--- src/rtl/polreg_pkg.sv ---
package polreg_pkg;

    localparam int POL_W = 5;
    typedef logic [POL_W-1:0] pol_t;

    // flag bit positions
    localparam int PB_WO  = 0;  // reads as zero
    localparam int PB_RO  = 1;  // CPU writes ignored
    localparam int PB_RC  = 2;  // cleared by CPU read
    localparam int PB_W1C = 3;  // write one to clear
    localparam int PB_W1S = 4;  // write one to set

    localparam pol_t POL_NONE = 5'b00000;
    localparam pol_t POL_WO   = 5'b00001;
    localparam pol_t POL_RO   = 5'b00010;
    localparam pol_t POL_RC   = 5'b00100;
    localparam pol_t POL_W1C  = 5'b01000;
    localparam pol_t POL_W1S  = 5'b10000;

endpackage

--- src/rtl/polreg_decode.sv ---
module polreg_decode #(
    parameter int NUM_REGS = 8,
    parameter int IDX_W    = 3
) (
    input  logic                cpu_valid,
    input  logic                cpu_write,
    input  logic [IDX_W-1:0]    cpu_addr,
    output logic [NUM_REGS-1:0] wr_sel,
    output logic [NUM_REGS-1:0] rd_sel
);

    for (genvar i = 0; i < NUM_REGS; i++) begin : g_sel
        logic hit;
        assign hit       = cpu_valid && (cpu_addr == IDX_W'(i));
        assign wr_sel[i] = hit && cpu_write;
        assign rd_sel[i] = hit && !cpu_write;
    end

endmodule

--- src/rtl/polreg_cell.sv ---
module polreg_cell
    import polreg_pkg::*;
#(
    parameter int          DATA_W = 32,
    parameter pol_t        POLICY = POL_NONE,
    parameter logic [DATA_W-1:0] INIT = '0
) (
    input  logic              clk,
    input  logic              rst_n,
    input  logic              wr_en,
    input  logic              rd_en,
    input  logic [DATA_W-1:0] wdata,
    input  logic [DATA_W-1:0] bmask,
    input  logic              dev_we,
    input  logic [DATA_W-1:0] dev_wdata,
    input  logic [DATA_W-1:0] dev_set,
    input  logic [DATA_W-1:0] dev_clr,
    output logic [DATA_W-1:0] value,
    output logic [DATA_W-1:0] rd_view
);

    localparam bit IS_WO  = POLICY[PB_WO];
    localparam bit IS_RO  = POLICY[PB_RO];
    localparam bit IS_RC  = POLICY[PB_RC];
    localparam bit IS_W1C = POLICY[PB_W1C];
    localparam bit IS_W1S = POLICY[PB_W1S];

    logic [DATA_W-1:0] value_d, value_q;
    logic [DATA_W-1:0] cpu_val;
    logic [DATA_W-1:0] hit_bits;

    always_comb begin
        hit_bits = wdata & bmask;
        cpu_val  = value_q;
        // CPU write effect, chosen by the policy flags
        if (wr_en && !IS_RO) begin
            if (IS_W1C || IS_W1S) begin
                if (IS_W1C) cpu_val = cpu_val & ~hit_bits;
                if (IS_W1S) cpu_val = cpu_val | hit_bits;
            end else begin
                cpu_val = (value_q & ~bmask) | hit_bits;
            end
        end
        // read side effect
        if (rd_en && IS_RC) cpu_val = '0;
        // device side: replace, then clear, then set (set wins)
        value_d = dev_we ? dev_wdata : cpu_val;
        value_d = value_d & ~dev_clr;
        value_d = value_d | dev_set;
    end

    always_ff @(posedge clk or negedge rst_n) begin
        if (!rst_n) value_q <= INIT;
        else        value_q <= value_d;
    end

    assign value   = value_q;
    assign rd_view = IS_WO ? '0 : value_q;

endmodule

--- src/rtl/polreg_rdmux.sv ---
module polreg_rdmux #(
    parameter int NUM_REGS = 8,
    parameter int DATA_W   = 32
) (
    input  logic [NUM_REGS-1:0]             rd_sel,
    input  logic [NUM_REGS-1:0][DATA_W-1:0] views,
    output logic [DATA_W-1:0]               rdata
);

    always_comb begin
        rdata = '0;
        for (int i = 0; i < NUM_REGS; i++) begin
            rdata = rdata | (views[i] & {DATA_W{rd_sel[i]}});
        end
    end

endmodule

--- src/rtl/polreg_bank.sv ---
module polreg_bank
    import polreg_pkg::*;
#(
    parameter int NUM_REGS = 8,
    parameter int DATA_W   = 32,
    parameter pol_t [NUM_REGS-1:0] POLICY = {
        pol_t'(POL_W1S | POL_RC), pol_t'(POL_RO | POL_RC), POL_W1S, POL_W1C,
        POL_RC, POL_RO, POL_WO, POL_NONE},
    parameter logic [NUM_REGS-1:0][DATA_W-1:0] INIT = {
        32'h0000_0000, 32'h0F0F_0F0F, 32'h0000_0000, 32'hFFFF_FFFF,
        32'h0000_00FF, 32'hA5A5_0001, 32'h0000_0000, 32'h1234_5678},
    localparam int IDX_W  = (NUM_REGS > 1) ? $clog2(NUM_REGS) : 1,
    localparam int STRB_W = DATA_W / 8
) (
    input  logic                             clk,
    input  logic                             rst_n,
    input  logic                             cpu_valid,
    input  logic                             cpu_write,
    input  logic [IDX_W-1:0]                 cpu_addr,
    input  logic [DATA_W-1:0]                cpu_wdata,
    input  logic [STRB_W-1:0]                cpu_strb,
    output logic [DATA_W-1:0]                cpu_rdata,
    output logic                             cpu_rvalid,
    input  logic [NUM_REGS-1:0]              dev_we,
    input  logic [NUM_REGS-1:0][DATA_W-1:0]  dev_wdata,
    input  logic [NUM_REGS-1:0][DATA_W-1:0]  dev_set,
    input  logic [NUM_REGS-1:0][DATA_W-1:0]  dev_clr,
    output logic [NUM_REGS-1:0][DATA_W-1:0]  reg_out
);

    typedef struct packed {
        logic              rvalid;
        logic [DATA_W-1:0] rdata;
    } rsp_t;

    rsp_t rsp_d, rsp_q;

    logic [NUM_REGS-1:0]             wr_sel, rd_sel;
    logic [NUM_REGS-1:0][DATA_W-1:0] views;
    logic [DATA_W-1:0]               mux_data;
    logic [DATA_W-1:0]               bmask;

    for (genvar b = 0; b < STRB_W; b++) begin : g_lane
        assign bmask[b*8 +: 8] = {8{cpu_strb[b]}};
    end

    polreg_decode #(
        .NUM_REGS (NUM_REGS),
        .IDX_W    (IDX_W)
    ) u_decode (
        .cpu_valid (cpu_valid),
        .cpu_write (cpu_write),
        .cpu_addr  (cpu_addr),
        .wr_sel    (wr_sel),
        .rd_sel    (rd_sel)
    );

    for (genvar i = 0; i < NUM_REGS; i++) begin : g_reg
        polreg_cell #(
            .DATA_W (DATA_W),
            .POLICY (POLICY[i]),
            .INIT   (INIT[i])
        ) u_cell (
            .clk       (clk),
            .rst_n     (rst_n),
            .wr_en     (wr_sel[i]),
            .rd_en     (rd_sel[i]),
            .wdata     (cpu_wdata),
            .bmask     (bmask),
            .dev_we    (dev_we[i]),
            .dev_wdata (dev_wdata[i]),
            .dev_set   (dev_set[i]),
            .dev_clr   (dev_clr[i]),
            .value     (reg_out[i]),
            .rd_view   (views[i])
        );
    end

    polreg_rdmux #(
        .NUM_REGS (NUM_REGS),
        .DATA_W   (DATA_W)
    ) u_rdmux (
        .rd_sel (rd_sel),
        .views  (views),
        .rdata  (mux_data)
    );

    always_comb begin
        rsp_d        = rsp_q;
        rsp_d.rvalid = cpu_valid && !cpu_write;
        if (cpu_valid && !cpu_write) rsp_d.rdata = mux_data;
    end

    always_ff @(posedge clk or negedge rst_n) begin
        if (!rst_n) rsp_q <= '0;
        else        rsp_q <= rsp_d;
    end

    assign cpu_rdata  = rsp_q.rdata;
    assign cpu_rvalid = rsp_q.rvalid;

endmodule

--- config.mk ---
export PLATFORM = sky130hd
export DESIGN_NAME = polreg_bank
export DESIGN_NICKNAME = d
export VERILOG_FILES = /design/src/rtl/polreg_pkg.sv /design/src/rtl/polreg_decode.sv /design/src/rtl/polreg_cell.sv /design/src/rtl/polreg_rdmux.sv /design/src/rtl/polreg_bank.sv
export SDC_FILE = /design/constraint.sdc
export NUM_CORES = 1
export LEC_CHECK = 0
export BUFFER_PORTS_ARGS = -buffer_cell sky130_fd_sc_hd__buf_4
export CAP_MARGIN = 20
export CORE_AREA = 8 8 431 433
export DETAILED_ROUTE_END_ITERATION = 16
export DIE_AREA = 0 0 439 441
export PLACE_DENSITY = 0.37
export SLEW_MARGIN = 10
export SYNTH_ARGS = -nofsm -noshare
export SYNTH_HDL_FRONTEND = slang
export SYNTH_HIERARCHICAL = 1
export SYNTH_SLANG_ARGS = --single-unit
--- constraint.sdc ---
create_clock -name clk -period 1 [get_ports clk]
set_input_delay 0 -clock clk [delete_from_list [all_inputs] [get_ports clk]]
set_output_delay 0 -clock clk [all_outputs]
set_load 0.1 [all_outputs]
Word-level counts from Yosys, hierarchy flattened
Index checks and enable logic that the tools add are counted.
{ "totals": {"word_cells": 107, "output_inout_bits": 289, "register_bits": 289, "input_bits": 819} }
{ "op_classes": {"bitwise": 49, "n_eq_ne": 7, "reduce_logical": 24, "muxes": 17} }
{ "ops": {"columns": ["op", "n"], "rows": [
  ["$and 32x32->32", 20],
  ["$or 32x32->32", 19],
  ["$mux 32", 17],
  ["$not 32->32", 10],
  ["$logic_and 1x1->1", 22],
  ["$eq 3x3->1 const B", 4],
  ["$eq 3x2->1 const B", 2],
  ["$eq 3x1->1 const B", 1],
  ["$logic_not 3->1", 1],
  ["$logic_not 1->1", 1]
]} }

Depth between registers and ports, before layout
Gate-level depths: netlist (run 1).
{ "depth": {"word_depth": 10, "depth_mapped": 7, "ltp_nobuf": 5} }

Modules after synthesis
Netlist (run 1), hierarchy kept.
{ "by_module_without_submodules": {"columns": ["mod", "instances", "area_per_inst_um2", "cells_each", "seq_area_each_um2"], "rows": [
  ["polreg_cell (g_reg[0].u_cell)", 1, 2547.4, 241, 817.0],
  ["polreg_cell (g_reg[1].u_cell)", 1, 2534.9, 242, 800.8],
  ["polreg_cell (g_reg[7].u_cell)", 1, 2501.1, 203, 800.8],
  ["polreg_cell (g_reg[3].u_cell)", 1, 2313.5, 236, 810.8],
  ["polreg_cell (g_reg[4].u_cell)", 1, 2124.5, 202, 840.8],
  ["polreg_cell (g_reg[6].u_cell)", 1, 2060.7, 170, 820.8],
  ["polreg_cell (g_reg[5].u_cell)", 1, 1963.1, 202, 800.8],
  ["polreg_cell (g_reg[2].u_cell)", 1, 1684.1, 132, 812.0],
  ["polreg_bank", 1, 1380.1, 70, 825.8],
  ["polreg_rdmux", 1, 1318.8, 184, 0.0],
  ["polreg_decode", 1, 156.4, 29, 0.0]
]} }

Worst setup path after synthesis (run 1)
Ideal clock, no wire load.
{ "synth_timing": {"path_kind": "input-to-reg", "from": "input port cpu_addr[1]", "to": "register rsp_q (netlist bit cpu_rdata[30])", "setup_time_ns": 0.068, "path_stages": 7, "t_arrival_ns": 1.530, "t_required_ns": 0.932, "n_path_buf": 2, "path_slack_ns": -0.598, "path_cell_list": "buf_2 -> nand3_1 -> nor3_1 -> buf_2 -> a22oi_1 -> nand4_1 -> mux2_4"} }
{ "synth_via": {"elab_cells_between_ends": 34, "classes_between": "eq/ne: 6; bitwise: 13; reduce/logical: 15"} }
{ "synth_lines": {"columns": ["item", "line", "text"], "rows": [
  ["start: declaration", "polreg_bank.sv:19", "input logic [IDX_W-1:0] cpu_addr,"],
  ["$eq 3x3->1", "polreg_decode.sv:14", "assign hit = cpu_valid && (cpu_addr == IDX_W'(i));"],
  ["$logic_and 1x1->1", "polreg_decode.sv:14", null],
  ["$logic_and 1x1->1", "polreg_decode.sv:16", "assign rd_sel[i] = hit && !cpu_write;"],
  ["named net rd_sel[6]", "polreg_bank.sv:38", "logic [NUM_REGS-1:0] wr_sel, rd_sel;"],
  ["$and 32x32->32", "polreg_rdmux.sv:13", "rdata = rdata | (views[i] & {DATA_W{rd_sel[i]}});"],
  ["$or 32x32->32 (2 in series)", "polreg_rdmux.sv:13", null],
  ["named net mux_data[30]", "polreg_bank.sv:40", "logic [DATA_W-1:0] mux_data;"],
  ["end signal: assignment", "polreg_bank.sv:96", "else rsp_q <= rsp_d;"],
  ["end: declaration", "polreg_bank.sv:36", "rsp_t rsp_d, rsp_q;"]
]} }
The timed path passes the listed nets, and every way through them passes these cells.
A chain may end at the register's enable or synchronous reset.

Worst setup path in the final report (run 1)
{ "layout_timing": {"from": "register g_reg[0].u_cell.value_q[10]", "to": "output port reg_out[10] (netlist bit)"} }
{ "layout_lines": {"columns": ["item", "line", "text"], "rows": [
  ["start: declaration", "polreg_cell.sv:28", "logic [DATA_W-1:0] value_d, value_q;"],
  ["start signal: assignment", "polreg_cell.sv:54", "else value_q <= value_d;"],
  ["end: declaration", "polreg_bank.sv:28", "output logic [NUM_REGS-1:0][DATA_W-1:0] reg_out"]
]} }
No word-level cell between the ends.

==> metrics.txt, run 1 <==
outcome complete, but fails checks; failing checks setup timing; crit end category primary output; hpwl dp 159300 um; critical path arrival 1.61 ns; # IOs between 1000 and 1500; Period minus WS final 1.606 ns; Reg-to-Reg End cpu_rdata[10]; CP delay by family, top flip-flops; cells after synthesis 1909; Mapped Avg Cell Area 10.78 um^2; post-route ant nets 0; min-delay src cpu_write; R2R Path Start g_reg[0].u_cell/rd_view[10]; DRC Markers 0; Die X about 440 um; Peak Freq 0.6229 GHz; Fin. Hold Viols 0; GRT Residual Overflow 0; Clk pwr share 29.4%; cell mode on critical path buf_12; slowest CP cell dfstp_2; fill cell count 18380; met1 Use GR 23.24%; Final WS setup -0.6055 ns; Max-Cap Viols 0; Clock Skew 0.03714 ns; CP bufs+invs 3; P_int 36850 uW; Mapped Area 20570 um^2; routability-driven placement congestion ratio approximately 0.9; root buffer cell clkbuf_16; DR pass1 iterations 5; Rows 156; vias per inst 3.984; leakage power 0.02363 uW; largest net degree at the start of global routing 53; CP required 1.00 ns; CTS Buf Count between 40 and 50; Max IR drop VDD 1152 uV; worst-margin pin slew between 1 and 1.5 ns; global-route wire length before repair 263200 um; Crit Path Category reg -> out; final WL 203900 um; CTS Sinks 289; Sw Pwr 23960 uW; Final Setup Violations roughly 460; Reg2Reg Depth 6; placed instance area 35040 um^2; pwr dens around 1100 nW/um^2; Iter 0 DRT Violations approximately 1400; DP Worst Slack -1.131 ns; Hold Crit Class in -> reg; Layout Nets 5176; switch share between 30% and 40%; WHS Path Cells 4; Via Count 27030; yosys warns 6; CTS clock-pin slew for the worst setup and hold paths 0.06 ns; H-tree Lvls 2; Worst-Skew Late Latency 0.64 ns; Pins Over Slew Limit 0; unrepaired setup endpoints after global routing true; Max transition margin 32.42%; Die Area 193600 um^2; met2 global-route usage 35.00%; Die H 441 um; Top Usage Layer GRT met2; worst path cell trace buf_12 > buf_6 > buf_12; initial core utilization 11.48%; crit start category register; core area 179200 um^2; CTS tree yes; Seq pwr share 23.1%; Tcrit/Tclk final 160.6%; vias in the first global route 29970; post-route cell area 54030 um^2; commonest non-fill, non-tap cell in the layout buf_4; # port buffers 1107; Hold Path End cpu_rdata[8]; WL/cell 30.05 um; GR Util All Layers between 10% and 20%; layout cells sized above 1 60.47%; most frequent cells in the layout buf_4 (1182), dlygate4sd3_1 (828), buf_12 (376); critical path's largest stage delay about 0.54 ns; area grow syn2layout 162.6%; CTS max path bufs 3; CP max FO 2; R2R Setup Slk -0.46 ns; initial antenna violation count 35; power share of the combinational group 47.5%; met3 track demand over resource 5.437%
[through the flow]
step	setup TNS [ns]	instances	utilization [%]	hold slack [ns]	power, uW
finish	-126.61	6785	30.16	0.02700	60810
detailed placement	-176.20	5523	19.55	-0.1314	34350
floorplan	-34.54	1940	-	-0.2956	25070
global placement	-175.41	5523	19.55	-0.1349	34340
global route	-149.82	6782	30.15	-0.006827	62790
CTS	-261.07	6697	29.29	-0.04802	60890
[metal layers]
| layer | routed length, um | share of wire, % |
|---|---|---|
| met1 | 80420 | 39 |
| met2 | 101900 | 50 |
| met3 | 14790 | 7.3 |
| met4 | 6679 | 3.3 |
| met5 | 75 | 0.037 |
[layout make-up]
class                           count  area (um^2)  area share, %
Multi-Input combinational cell   1080        12240          22.66
Inverter                          194        728.2          1.348
Antenna cell                       18        45.04        0.08336
Tap cell                         2370         2965          5.488
Timing Repair Buffer             2744        28930          53.53
Clock buffer                       73         1418          2.624
Sequential cell                   289         7512          13.90
Clock inverter                     17        195.2         0.3612
[sequential cells by signal (all words and copies together), names as in the netlist]
name / count
cpu_rvalid: 1
g.u_cell/value: 32
cpu_rdata: 32
g.u_cell/rd_view: 224
[worst register-to-register path: stages, from the launching register on]
cell and delay (ns):
dfstp_2 0.37, buf_12 0.14, buf_4 0.14, buf_12 0.13, a22oi_2 0.16, nand4_1 0.10, mux2_4 0.27
[timing repair]
action / CTS / global route
hold buffers: 844 / 2
pin swaps: 113 / 120
setup buffers: 248 / 98
gates cloned: 2 / 4
hold endpoints to repair: 563 / 10
gates resized for setup: 1298 / 208
setup endpoints to repair: 486 / 823
[power groups by stage]
stage               Combinational, uW  Clock (uW)  Sequential, uW
detailed placement              20100           0           14200
CTS                             28300       18500           14000
global placement                20100           0           14200
floorplan                        9500           0           15600
finish                          28900       17900           14100
global route                    29800       18800           14200
[how the worst max path moves through the flow]
stage | slack [ns] | endpoint | cells after the start | start
after global placement | -1.12 | cpu_rdata[11] | 7 | cpu_addr[0]
final | -0.61 | reg_out[10] | 3 | g_reg[0].u_cell/rd_view[10]
after CTS | -0.70 | reg_out[10] | 3 | g_reg[0].u_cell/rd_view[10]
after detailed placement | -1.13 | cpu_rdata[11] | 7 | cpu_addr[0]
after floorplan | -0.17 | g_reg[6].u_cell/rd_view[12] | 6 | cpu_addr[1]
after global routing | -0.67 | reg_out[10] | 3 | g_reg[0].u_cell/rd_view[10]
(Power assumes the default switching activity.)
==> run 2: changes to the inputs <==
--- a/config.mk
+++ b/config.mk
@@ -7,10 +7,11 @@
 export LEC_CHECK = 0
 export BUFFER_PORTS_ARGS = -buffer_cell sky130_fd_sc_hd__buf_4
 export CAP_MARGIN = 20
-export CORE_AREA = 8 8 431 433
+export CORE_AREA = 8 8 421 423
+export CTS_BUF_LIST = sky130_fd_sc_hd__clkbuf_16
 export DETAILED_ROUTE_END_ITERATION = 16
-export DIE_AREA = 0 0 439 441
-export PLACE_DENSITY = 0.37
+export DIE_AREA = 0 0 429 431
+export PLACE_DENSITY = 0.38
 export SLEW_MARGIN = 10
 export SYNTH_ARGS = -nofsm -noshare
 export SYNTH_HDL_FRONTEND = slang
==> run 2 against run 1 <==
The flow still finishes with violations (setup timing). First-iteration DRC count grew 9.1%. Sequential power about the same. Count of clock-buffer cells in the layout is 26 lower. Total power decreased by 1.4%. Maximum frequency is 1.4% higher. Critical endpoint is now reg_out[218]. Largest power group unchanged.
==> metrics.txt, run 2 (synthesis gave the netlist of run 1 again) <==
CP max FO 2 (unchanged); vias in the first global route 29900 (was 29970); CTS Sinks 289 (unchanged); root buffer cell clkbuf_16 (unchanged); Power, Total 59960 uW (was 60810 uW); layout cells sized above 1 60.95% (was 60.47%); non-filler cells, final 6680 (was 6785); Max transition margin 25.19% (was 32.42%); Reg2Reg Depth 5 (was 6); pwr dens 1101 nW/um^2 (was 1125 nW/um^2); Max-Cap Viols 0 (unchanged); outcome complete, but fails checks (unchanged); CP required 1.00 ns (about the same); final WL 203500 um (was 203900 um); Seq pwr share 23.4% (was 23.1%); Period minus WS final 1.583 ns (was 1.606 ns); global-route wire length before repair 262300 um (was 263200 um); most frequent cells in the layout buf_4 (1185), dlygate4sd3_1 (821), buf_12 (371) (was buf_4 (1182), dlygate4sd3_1 (828), buf_12 (376)); Max IR drop VDD 935.4 uV (was 1152 uV); R2R Path Start g_reg[6].u_cell/rd_view[24] (was g_reg[0].u_cell/rd_view[10]); Worst-Skew Late Latency 0.65 ns (was 0.64 ns); largest net degree at the start of global routing 46 (was 53); critical path arrival 1.58 ns (was 1.61 ns); core area 170600 um^2 (was 179200 um^2); max reg flops 224 (unchanged); Fin. Hold Viols 0 (unchanged); Clock Skew 0.05174 ns (was 0.03714 ns); hpwl dp 156800 um (was 159300 um); Hold Crit Class in -> reg (unchanged); unrepaired setup endpoints after global routing true (unchanged); crit end category primary output (unchanged); initial antenna violation count 35 (unchanged); Die X 429 um (was 439 um); Die H 431 um (was 441 um); initial core utilization 12.06% (was 11.48%); Die Area 184900 um^2 (was 193600 um^2); R2R Setup Slk -0.55 ns (was -0.46 ns); area grow syn2layout 164.6% (was 162.6%); worst-margin pin slew 1.120 ns (was 1.014 ns); Sw Pwr 23980 uW (was 23960 uW); Iter 0 DRT Violations 1552 (was 1423); CTS Buf Count 46 (was 48); Tcrit/Tclk final 158.3% (was 160.6%); CP Launch Point g_reg[6].u_cell/rd_view[26] (was g_reg[0].u_cell/rd_view[10]); setup TNS -128.58 ns (was -126.61 ns); power share of the combinational group 48.7% (was 47.5%); CTS clock-pin slew for the worst setup and hold paths 0.06 ns (about the same); crit start category register (unchanged); WL/cell 30.46 um (was 30.05 um); Pins Over Slew Limit 0 (unchanged); Layout Nets 5211 (was 5176); leakage power 0.02392 uW (was 0.02363 uW); Peak Freq 0.6317 GHz (was 0.6229 GHz); Rows 152 (was 156); post-route ant nets 0 (unchanged); Final WS setup -0.5830 ns (was -0.6055 ns); worst slack on hold paths 0.004227 ns (was 0.02700 ns); CTS max path bufs 3 (unchanged); placed insts 5390 (was 5523); CTS tree yes (unchanged); DP Worst Slack -0.9109 ns (was -1.131 ns); H-tree Lvls 2 (unchanged); Crit Path Category reg -> out (unchanged); # port buffers 1107 (unchanged); GRT Residual Overflow 0 (unchanged); failing checks setup timing (unchanged); P_int 35980 uW (was 36850 uW); Reg-to-Reg End cpu_rdata[24] (was cpu_rdata[10]); vias per inst 4.071 (was 3.984); Final Setup Violations 503 (was 462); commonest non-fill, non-tap cell in the layout buf_4 (unchanged); GR Util All Layers 20.46% (was 19.77%); crit path to reg_out[218] (was reg_out[10]); switch share 39.99% (was 39.40%); routability-driven placement congestion ratio 0.8638 (was 0.8926); # IOs 1108 (unchanged); Via Count 27200 (was 27030); DRC Markers 0 (unchanged); Clk pwr share 27.9% (was 29.4%); DR pass1 iterations 5 (unchanged)
[run 2: layout make-up]
class,instances,area (um^2)
Clock buffer,47,1176
Timing Repair Buffer,2781,29330
Fill cell,17200,116100
Tap cell,2233,2794
Antenna cell,17,42.54
Inverter,194,728.2
Multi-Input combinational cell,1080,12590
Clock inverter,39,286.5
Sequential cell,289,7502
[run 2: power groups by stage]
stage	logic, uW	registers [uW]	clock network (uW)
5_1_grt	30100	14100	17700
4_1_cts	28400	14000	17400
3_5_place_dp	20000	14200	0
6_report	29200	14000	16700
2_1_floorplan	9500	15600	0
3_3_place_gp	20000	14200	0
[run 2: worst min path at each step]
stage                      startpoint                     endpoint  slack (ns)  cells after the start
after floorplan                 rst_n                 cpu_rdata[0]       -0.30                      0
after global routing      cpu_strb[3]    g_reg[1].u_cell/value[24]       0.004                      3
after global placement          rst_n                cpu_rdata[12]       -0.14                      1
after detailed placement        rst_n                cpu_rdata[12]       -0.14                      1
final                     cpu_strb[3]    g_reg[1].u_cell/value[24]       0.004                      3
after CTS                   dev_we[6]  g_reg[6].u_cell/rd_view[29]       0.003                      3
[run 2: routing by layer]
layer	track usage [%]	up-vias	share of wire, %
li1	-	11960	-
met1	24.53	13800	40
met2	36.23	1148	50
met3	5.232	282	6.8
met4	5.648	6	3.4
met5	0	-	0.016
[run 2: through the flow]
stage                     utilization (%)  instance area (um^2)
after floorplan                         -                 21730
after global placement              20.40                 34800
after detailed placement            20.40                 34800
after CTS                           30.75                 52450
after global routing                31.91                 54440
final                               31.92                 54450
[run 2: critical path, stage by stage, from the launching register on]
cell and delay (ns):
dfstp_2 0.54, buf_6 0.10, buf_12 0.12, buf_16 0.17
[run 2: timing repair]
item / CTS / global route
pin swaps: 138 / 156
endpoints found under the setup margin: 499 / 558
hold buffers: 833 / 8
endpoints found under the hold margin: 546 / 11
buffers inserted: 275 / 124
gates cloned: 3 / 7
gates resized for setup: 1352 / 263
